===== config.mk =====
export PLATFORM = sky130hd
export DESIGN_NAME = wl_byte_fifo
export DESIGN_NICKNAME = d
export VERILOG_FILES = /design/src/rtl/wlf_pkg.sv /design/src/rtl/wlf_store.sv /design/src/rtl/wlf_level_irq.sv /design/src/rtl/wlf_ovf_track.sv /design/src/rtl/wl_byte_fifo.sv
export SDC_FILE = /design/constraint.sdc
export NUM_CORES = 1
export LEC_CHECK = 0
export CELL_PAD_IN_SITES_DETAIL_PLACEMENT = 0
export CELL_PAD_IN_SITES_GLOBAL_PLACEMENT = 1
export CORE_UTILIZATION = 50
export CTS_CLUSTER_DIAMETER = 150
export DETAILED_ROUTE_END_ITERATION = 8
export GPL_ROUTABILITY_DRIVEN = 0
export PLACE_DENSITY_LB_ADDON = 0.05
export RECOVER_POWER = 100
export SKIP_LAST_GASP = 1
export SLEW_MARGIN = 25
export SYNTH_ARGS = -nofsm -noshare
export SYNTH_HDL_FRONTEND = slang
export SYNTH_SLANG_ARGS = --single-unit

===== constraint.sdc =====
create_clock -name clk -period 6.9 [get_ports clk]
set_input_delay 1.38 -clock clk [delete_from_list [all_inputs] [get_ports clk]]
set_output_delay 1.38 -clock clk [all_outputs]
set_load 0.01 [all_outputs]

===== src/rtl/wlf_pkg.sv =====
package wlf_pkg;

   typedef enum logic {
      DIR_TX = 1'b0,
      DIR_RX = 1'b1
   } wlf_dir_e;

   typedef enum logic [1:0] {
      OP_IDLE = 2'b00,
      OP_POP  = 2'b01,
      OP_PUSH = 2'b10,
      OP_BOTH = 2'b11
   } wlf_op_e;

   function automatic bit wlf_is_pow2(input int unsigned v);
      return (v != 0) && ((v & (v - 1)) == 0);
   endfunction

endpackage


===== src/rtl/wlf_store.sv =====
module wlf_store
   import wlf_pkg::*;
#(
   parameter int unsigned DATA_W = 8,
   parameter int unsigned DEPTH  = 32,
   localparam int unsigned PTR_W = (DEPTH > 1) ? $clog2(DEPTH) : 1,
   localparam int unsigned CNT_W = $clog2(DEPTH + 1)
) (
   input  logic              clk,
   input  logic              rst_n,
   input  logic              clr,
   input  logic              push,
   input  logic              pop,
   input  logic [DATA_W-1:0] wdata,
   output logic [DATA_W-1:0] head_data,
   output logic [CNT_W-1:0]  count
);

   logic [DATA_W-1:0] mem [DEPTH];
   logic [PTR_W-1:0]  wr_ptr, rd_ptr;
   logic [PTR_W-1:0]  wr_nxt, rd_nxt;
   wlf_op_e           op;

   generate
      if (wlf_is_pow2(DEPTH)) begin : g_wrap_pow2
         assign wr_nxt = wr_ptr + PTR_W'(1);
         assign rd_nxt = rd_ptr + PTR_W'(1);
      end else begin : g_wrap_cmp
         assign wr_nxt = (wr_ptr == PTR_W'(DEPTH - 1)) ? '0 : wr_ptr + PTR_W'(1);
         assign rd_nxt = (rd_ptr == PTR_W'(DEPTH - 1)) ? '0 : rd_ptr + PTR_W'(1);
      end
   endgenerate

   assign op        = wlf_op_e'({push, pop});
   assign head_data = mem[rd_ptr];

   always_ff @(posedge clk) begin
      if (push) begin
         mem[wr_ptr] <= wdata;
      end
   end

   always_ff @(posedge clk or negedge rst_n) begin
      if (!rst_n) begin
         wr_ptr <= '0;
         rd_ptr <= '0;
         count  <= '0;
      end else if (clr) begin
         wr_ptr <= '0;
         rd_ptr <= '0;
         count  <= '0;
      end else begin
         if (push) wr_ptr <= wr_nxt;
         if (pop)  rd_ptr <= rd_nxt;
         unique case (op)
            OP_PUSH: count <= count + CNT_W'(1);
            OP_POP:  count <= count - CNT_W'(1);
            default: count <= count;
         endcase
      end
   end

endmodule


===== src/rtl/wlf_level_irq.sv =====
module wlf_level_irq
   import wlf_pkg::*;
#(
   parameter int unsigned CNT_W    = 6,
   parameter int unsigned TX_LO    = 8,
   parameter int unsigned TX_HI    = 16,
   parameter int unsigned RX_LO    = 16,
   parameter int unsigned RX_HI    = 24
) (
   input  logic             clk,
   input  logic             rst_n,
   input  logic             clr,
   input  logic [CNT_W-1:0] count,
   input  wlf_dir_e         dir,
   input  logic             tx_sel,
   input  logic             rx_sel,
   output logic             irq
);

   logic [CNT_W-1:0] tx_level, rx_level;
   logic             need_service;
   logic             need_q;

   assign tx_level = tx_sel ? CNT_W'(TX_HI) : CNT_W'(TX_LO);
   assign rx_level = rx_sel ? CNT_W'(RX_HI) : CNT_W'(RX_LO);

   always_comb begin
      unique case (dir)
         DIR_RX:  need_service = (count > rx_level);
         default: need_service = (count < tx_level);
      endcase
   end

   // Starts high so that a condition already true at reset or clear gives no pulse.
   always_ff @(posedge clk or negedge rst_n) begin
      if (!rst_n) begin
         need_q <= 1'b1;
      end else if (clr) begin
         need_q <= 1'b1;
      end else begin
         need_q <= need_service;
      end
   end

   assign irq = need_service & ~need_q;

endmodule


===== src/rtl/wlf_ovf_track.sv =====
module wlf_ovf_track
   import wlf_pkg::*;
(
   input  logic     clk,
   input  logic     rst_n,
   input  logic     clr,
   input  logic     drop,
   input  wlf_dir_e dir,
   output logic     ovf
);

   always_ff @(posedge clk or negedge rst_n) begin
      if (!rst_n) begin
         ovf <= 1'b0;
      end else if (clr) begin
         ovf <= 1'b0;
      end else if (drop && (dir == DIR_RX)) begin
         ovf <= 1'b1;
      end
   end

endmodule


===== src/rtl/wl_byte_fifo.sv =====
module wl_byte_fifo
   import wlf_pkg::*;
#(
   parameter int unsigned DATA_W     = 8,
   parameter int unsigned DEPTH      = 32,
   parameter int unsigned TX_LVL_LO  = 8,
   parameter int unsigned TX_LVL_HI  = 16,
   parameter int unsigned RX_LVL_LO  = 16,
   parameter int unsigned RX_LVL_HI  = 24,
   localparam int unsigned CNT_W     = $clog2(DEPTH + 1)
) (
   input  logic              clk,
   input  logic              rst_n,
   input  logic              clr,
   input  logic              rx_mode,
   input  logic              tx_lvl_sel,
   input  logic              rx_lvl_sel,
   input  logic              wr_en,
   input  logic [DATA_W-1:0] wr_data,
   input  logic              rd_en,
   output logic [DATA_W-1:0] rd_data,
   output logic [CNT_W-1:0]  fifo_count,
   output logic              ovf_flag,
   output logic              wl_irq
);

   generate
      if (DEPTH < 2) begin : g_bad_depth
         $error("wl_byte_fifo: DEPTH must be at least 2");
      end
      if (DATA_W < 1) begin : g_bad_width
         $error("wl_byte_fifo: DATA_W must be at least 1");
      end
      if (TX_LVL_LO > DEPTH || TX_LVL_HI > DEPTH) begin : g_bad_tx_lvl
         $error("wl_byte_fifo: transmit levels must not exceed DEPTH");
      end
      if (RX_LVL_LO >= DEPTH || RX_LVL_HI >= DEPTH) begin : g_bad_rx_lvl
         $error("wl_byte_fifo: receive levels must be below DEPTH");
      end
   endgenerate

   wlf_dir_e          dir;
   logic              full, empty;
   logic              push, pop, drop;
   logic [DATA_W-1:0] head_data;

   assign dir   = rx_mode ? DIR_RX : DIR_TX;
   assign full  = (fifo_count == CNT_W'(DEPTH));
   assign empty = (fifo_count == '0);

   assign pop  = rd_en & ~empty & ~clr;
   assign push = wr_en & ~clr & (~full | pop);
   assign drop = wr_en & ~clr & full & ~pop;

   assign rd_data = empty ? '0 : head_data;

   wlf_store #(
      .DATA_W (DATA_W),
      .DEPTH  (DEPTH)
   ) u_store (
      .clk       (clk),
      .rst_n     (rst_n),
      .clr       (clr),
      .push      (push),
      .pop       (pop),
      .wdata     (wr_data),
      .head_data (head_data),
      .count     (fifo_count)
   );

   wlf_level_irq #(
      .CNT_W (CNT_W),
      .TX_LO (TX_LVL_LO),
      .TX_HI (TX_LVL_HI),
      .RX_LO (RX_LVL_LO),
      .RX_HI (RX_LVL_HI)
   ) u_irq (
      .clk    (clk),
      .rst_n  (rst_n),
      .clr    (clr),
      .count  (fifo_count),
      .dir    (dir),
      .tx_sel (tx_lvl_sel),
      .rx_sel (rx_lvl_sel),
      .irq    (wl_irq)
   );

   wlf_ovf_track u_ovf (
      .clk   (clk),
      .rst_n (rst_n),
      .clr   (clr),
      .drop  (drop),
      .dir   (dir),
      .ovf   (ovf_flag)
   );

endmodule


==> impl_results.md <==
- Crit path time final: 5.34 ns
- Peak supply drop: 192 µV
- Xor/xnor share of the synthesized area: 0.00866
- Maxcap violations: 5
- Design area: approximately 0.012 mm²
- Critical path class: reg2out
- Drt pass-1 iters: 5
- Routed vias/inst: 5.95
- GRT overflow: 0
- Pins Over Slew Limit: 165
- Min-Delay Path Depth: 2
- Critical Path End Type: primary output
- Final setup viols: 0
- WP data arrival: 3.96 ns
- ANT nets after route: 0
- Crit path required time: roughly 5.5 ns
- WL met2: around 12,000 µm
- Yosys warning total: 0
- Nets: between 600 and 700
- Ys flop type: edfxtp_1
- Synth top cells by count: 256 x edfxtp_1, 52 x nor2_1, 48 x mux4_2, 28 x nand2_1
- Final Hold Viols: 0
- Number of I/O pins: 32
- Synth Area in Simple Gates: 0.0560
- Setup TNS: 0 ns
- Layout fillers: ~1,700
- Largest family of logic cells by synthesized area: multiplexers
- Synth Area in Compound Gates: 0.0447
- Worst skew pair latency: approximately 0.54 ns
- Failing checks: max-capacitance violations, max-slew violations
- DRT met1 WL: roughly 10,000 µm
- Top cells by area, synth: edfxtp_1 69%, mux4_2 9.7%, dfrtp_1 3.8%, nor2_1 1.8%, mux2_2 1.7%
- Largest net degree at the start of global routing: 46
- H-tree levels: 1
- Post-synthesis cell area: 0.0111 mm²
- FP Rows: 54
- Layout area overhead: 12.0%
- CP Launch Type: flop
- DIE AREA: roughly 0.023 mm²
- Slew HR: -0.0522
- Layout cells sized above 1: 0.171
- FF-to-FF Start: u_store.count[1]
- Global-route wire length before repair: between 30,000 and 40,000 µm
- Initial antenna violation count: 3
- Status: complete, but fails checks
- DP Area: around 0.012 mm²
- Highest routed layer: met4
- RSZ-0062 raised after global routing: no
- HP Class: reg2reg
- R2R setup slack: slightly above 4 ns
- Starting Density: 0.510
- Worst Hold Endpoint: u_ovf.ovf
- Dpl hpwl: around 15,000 µm
- Core Box Area: roughly 0.022 mm²
- Most common cell in the synthesized netlist: edfxtp_1
- Synth Area per Inst: around 18 µm²
- Die extent in x: about 150 µm
- Clk root buf: clkbuf_16
- Final critical-path share of the clock period: 0.774
- Sequential area share after synthesis: 0.732
- Setup bufs post-CTS: 0
- Top cell type's share of synthesized area: 0.691
- CTS tree: yes
- Setup Skew: around 0.011 ns
- Post-synth EDFFs: around 260
- Worst-margin pin slew: about 1.6 ns
- PD cells: roughly 330 mW/mm²
- Leak: 0.00401 µW
- CTS sink cnt: about 270
- Drt drc: 0
- Number of global-route vias before repair: roughly 5,800
- CP max FO: 45
- CTS Hold Bufs: 0
- Count of cell types in the netlist: 50
- Clock buffer depth: 3
- Metal3 WL: around 1300 µm
- Fmax: between 150 and 200 MHz
- Mapped Cells: about 620
- Routed WL per cell: between 20 and 25 µm
- Gr usage total: 0.216
- Total wire length: ~24,000 µm
- Post-Synth Adder-Cell Area: 0.0112
- Via count: roughly 5,700
- Reg2reg end: u_store.mem[3][0]
- Largest area contributor in the netlist: edfxtp_1
- CTS buffer count: 28
- Post_cts resized: 0
- Multiplexer share of the synthesized area: 0.132
- Initial drt markers: between 400 and 500
- Hold Crit Start: u_ovf.ovf
- Async SR Flop Fraction: 0.0657
- Syn nets: 641
- Die Y: roughly 150 µm
- Worst R2R Path Depth: 5
- #FFs+latches synth: around 270
- Clock transition at path regs: around 0.060 ns
- IO Port Bufs: 31
==> layout by cell type (no fill, tap or decap), drive strengths merged, types with 4 or more instances in the layout <==
cell type,n
ha,10
a21oi,16
nand3b,6
mux4,48
and3,8
clkdlybuf4s50,7
nor3,4
a22oi,15
nand3,13
inv,8
nor2,52
clkinv,13
dfrtp,17
nor2b,4
o221ai,8
a221oi,7
o21ai,7
buf,4
xor2,8
clkbuf,47
edfxtp,256
dlygate4sd3,19
mux2i,19
mux2,17
nand2,28
==> area by class of cell <==
cell class / count / area (µm²) / share of cell area
repair buffers: 38 / 333 / 0.0267
diodes: 2 / 5.00 / 0.000402
flip-flops and latches: 274 / 8140 / 0.654
multi-input cells: 300 / 2780 / 0.223
well taps: 280 / 350 / 0.0281
inverters: 8 / 30.0 / 0.00241
clock inverters: 13 / 71.3 / 0.00573
clock buffers: 39 / 742 / 0.0596
==> worst max path at each step <==
stage / slack, ns / cells past startpoint / startpoint / endpoint
detailed placement: 2.36 / 8 / clr / u_store.count[5]
floorplan: 3.40 / 5 / rx_lvl_sel / wl_irq
global placement: 2.44 / 8 / clr / u_store.count[5]
global route: 1.32 / 6 / u_store.rd_ptr[0] / rd_data[1]
CTS: 1.92 / 6 / u_store.rd_ptr[0] / rd_data[0]
finish: 1.56 / 6 / u_store.rd_ptr[0] / rd_data[2]
==> report_power, final <==
| group | leakage (µW) | switching, µW | internal [µW] |
|---|---|---|---|
| clock network | 0.000403 | 594 | 750 |
| logic | 0.00106 | 362 | 415 |
| registers | 0.00254 | 115 | 1840 |
| total | 0.00401 | 1070 | 3010 |
==> stage by stage <==
| stage | power [µW] | util | setup WS (ns) | hold WS [ns] | instances |
|---|---|---|---|---|---|
| 3_3_place_gp | 2800 | 0.536 | 2.44 | 0.491 | 900 |
| 4_1_cts | 4150 | 0.573 | 1.92 | 0.525 | 952 |
| 2_1_floorplan | 2540 | - | 3.40 | 0.529 | 615 |
| 5_1_grt | 4250 | 0.570 | 1.32 | 0.575 | 952 |
| 3_5_place_dp | 2810 | 0.535 | 2.36 | 0.512 | 900 |
| 6_report | 4080 | 0.571 | 1.56 | 0.512 | 954 |
==> critical path, stage by stage (launching register included) <==
cell and delay [ns]:
dfrtp_2 1.28, buf_12 0.39, mux4_2 0.55, a22oi_1 0.30, nand2_1 0.08, and3_1 0.18, dlygate4sd3_1 0.59
==> kinds of logic after synthesis <==
kind of cell / Yosys count
buf+inv: 41
mux: 84
flops: 274
compound gates: 66
xor+xnor: 11
simple gates: 129
fa+ha+maj: 10
==> routing by layer <==
| layer | global-route usage | vias to the layer above |
|---|---|---|
| met2 | 0.355 | 172 |
| li1 | - | 2531 |
| met3 | 0.0289 | 33 |
| met5 | 0 | - |
| met4 | 0.0585 | 0 |
| met1 | 0.304 | 2944 |
==> registers in the layout, indices dropped and copies added, names as in the netlist <==
register,flops
u_store.rd_ptr,5
u_store.mem,256
u_ovf.ovf,1
u_store.wr_ptr,5
u_irq.need_q,1
u_store.count,6
Power figures use the tool's default switching activity.
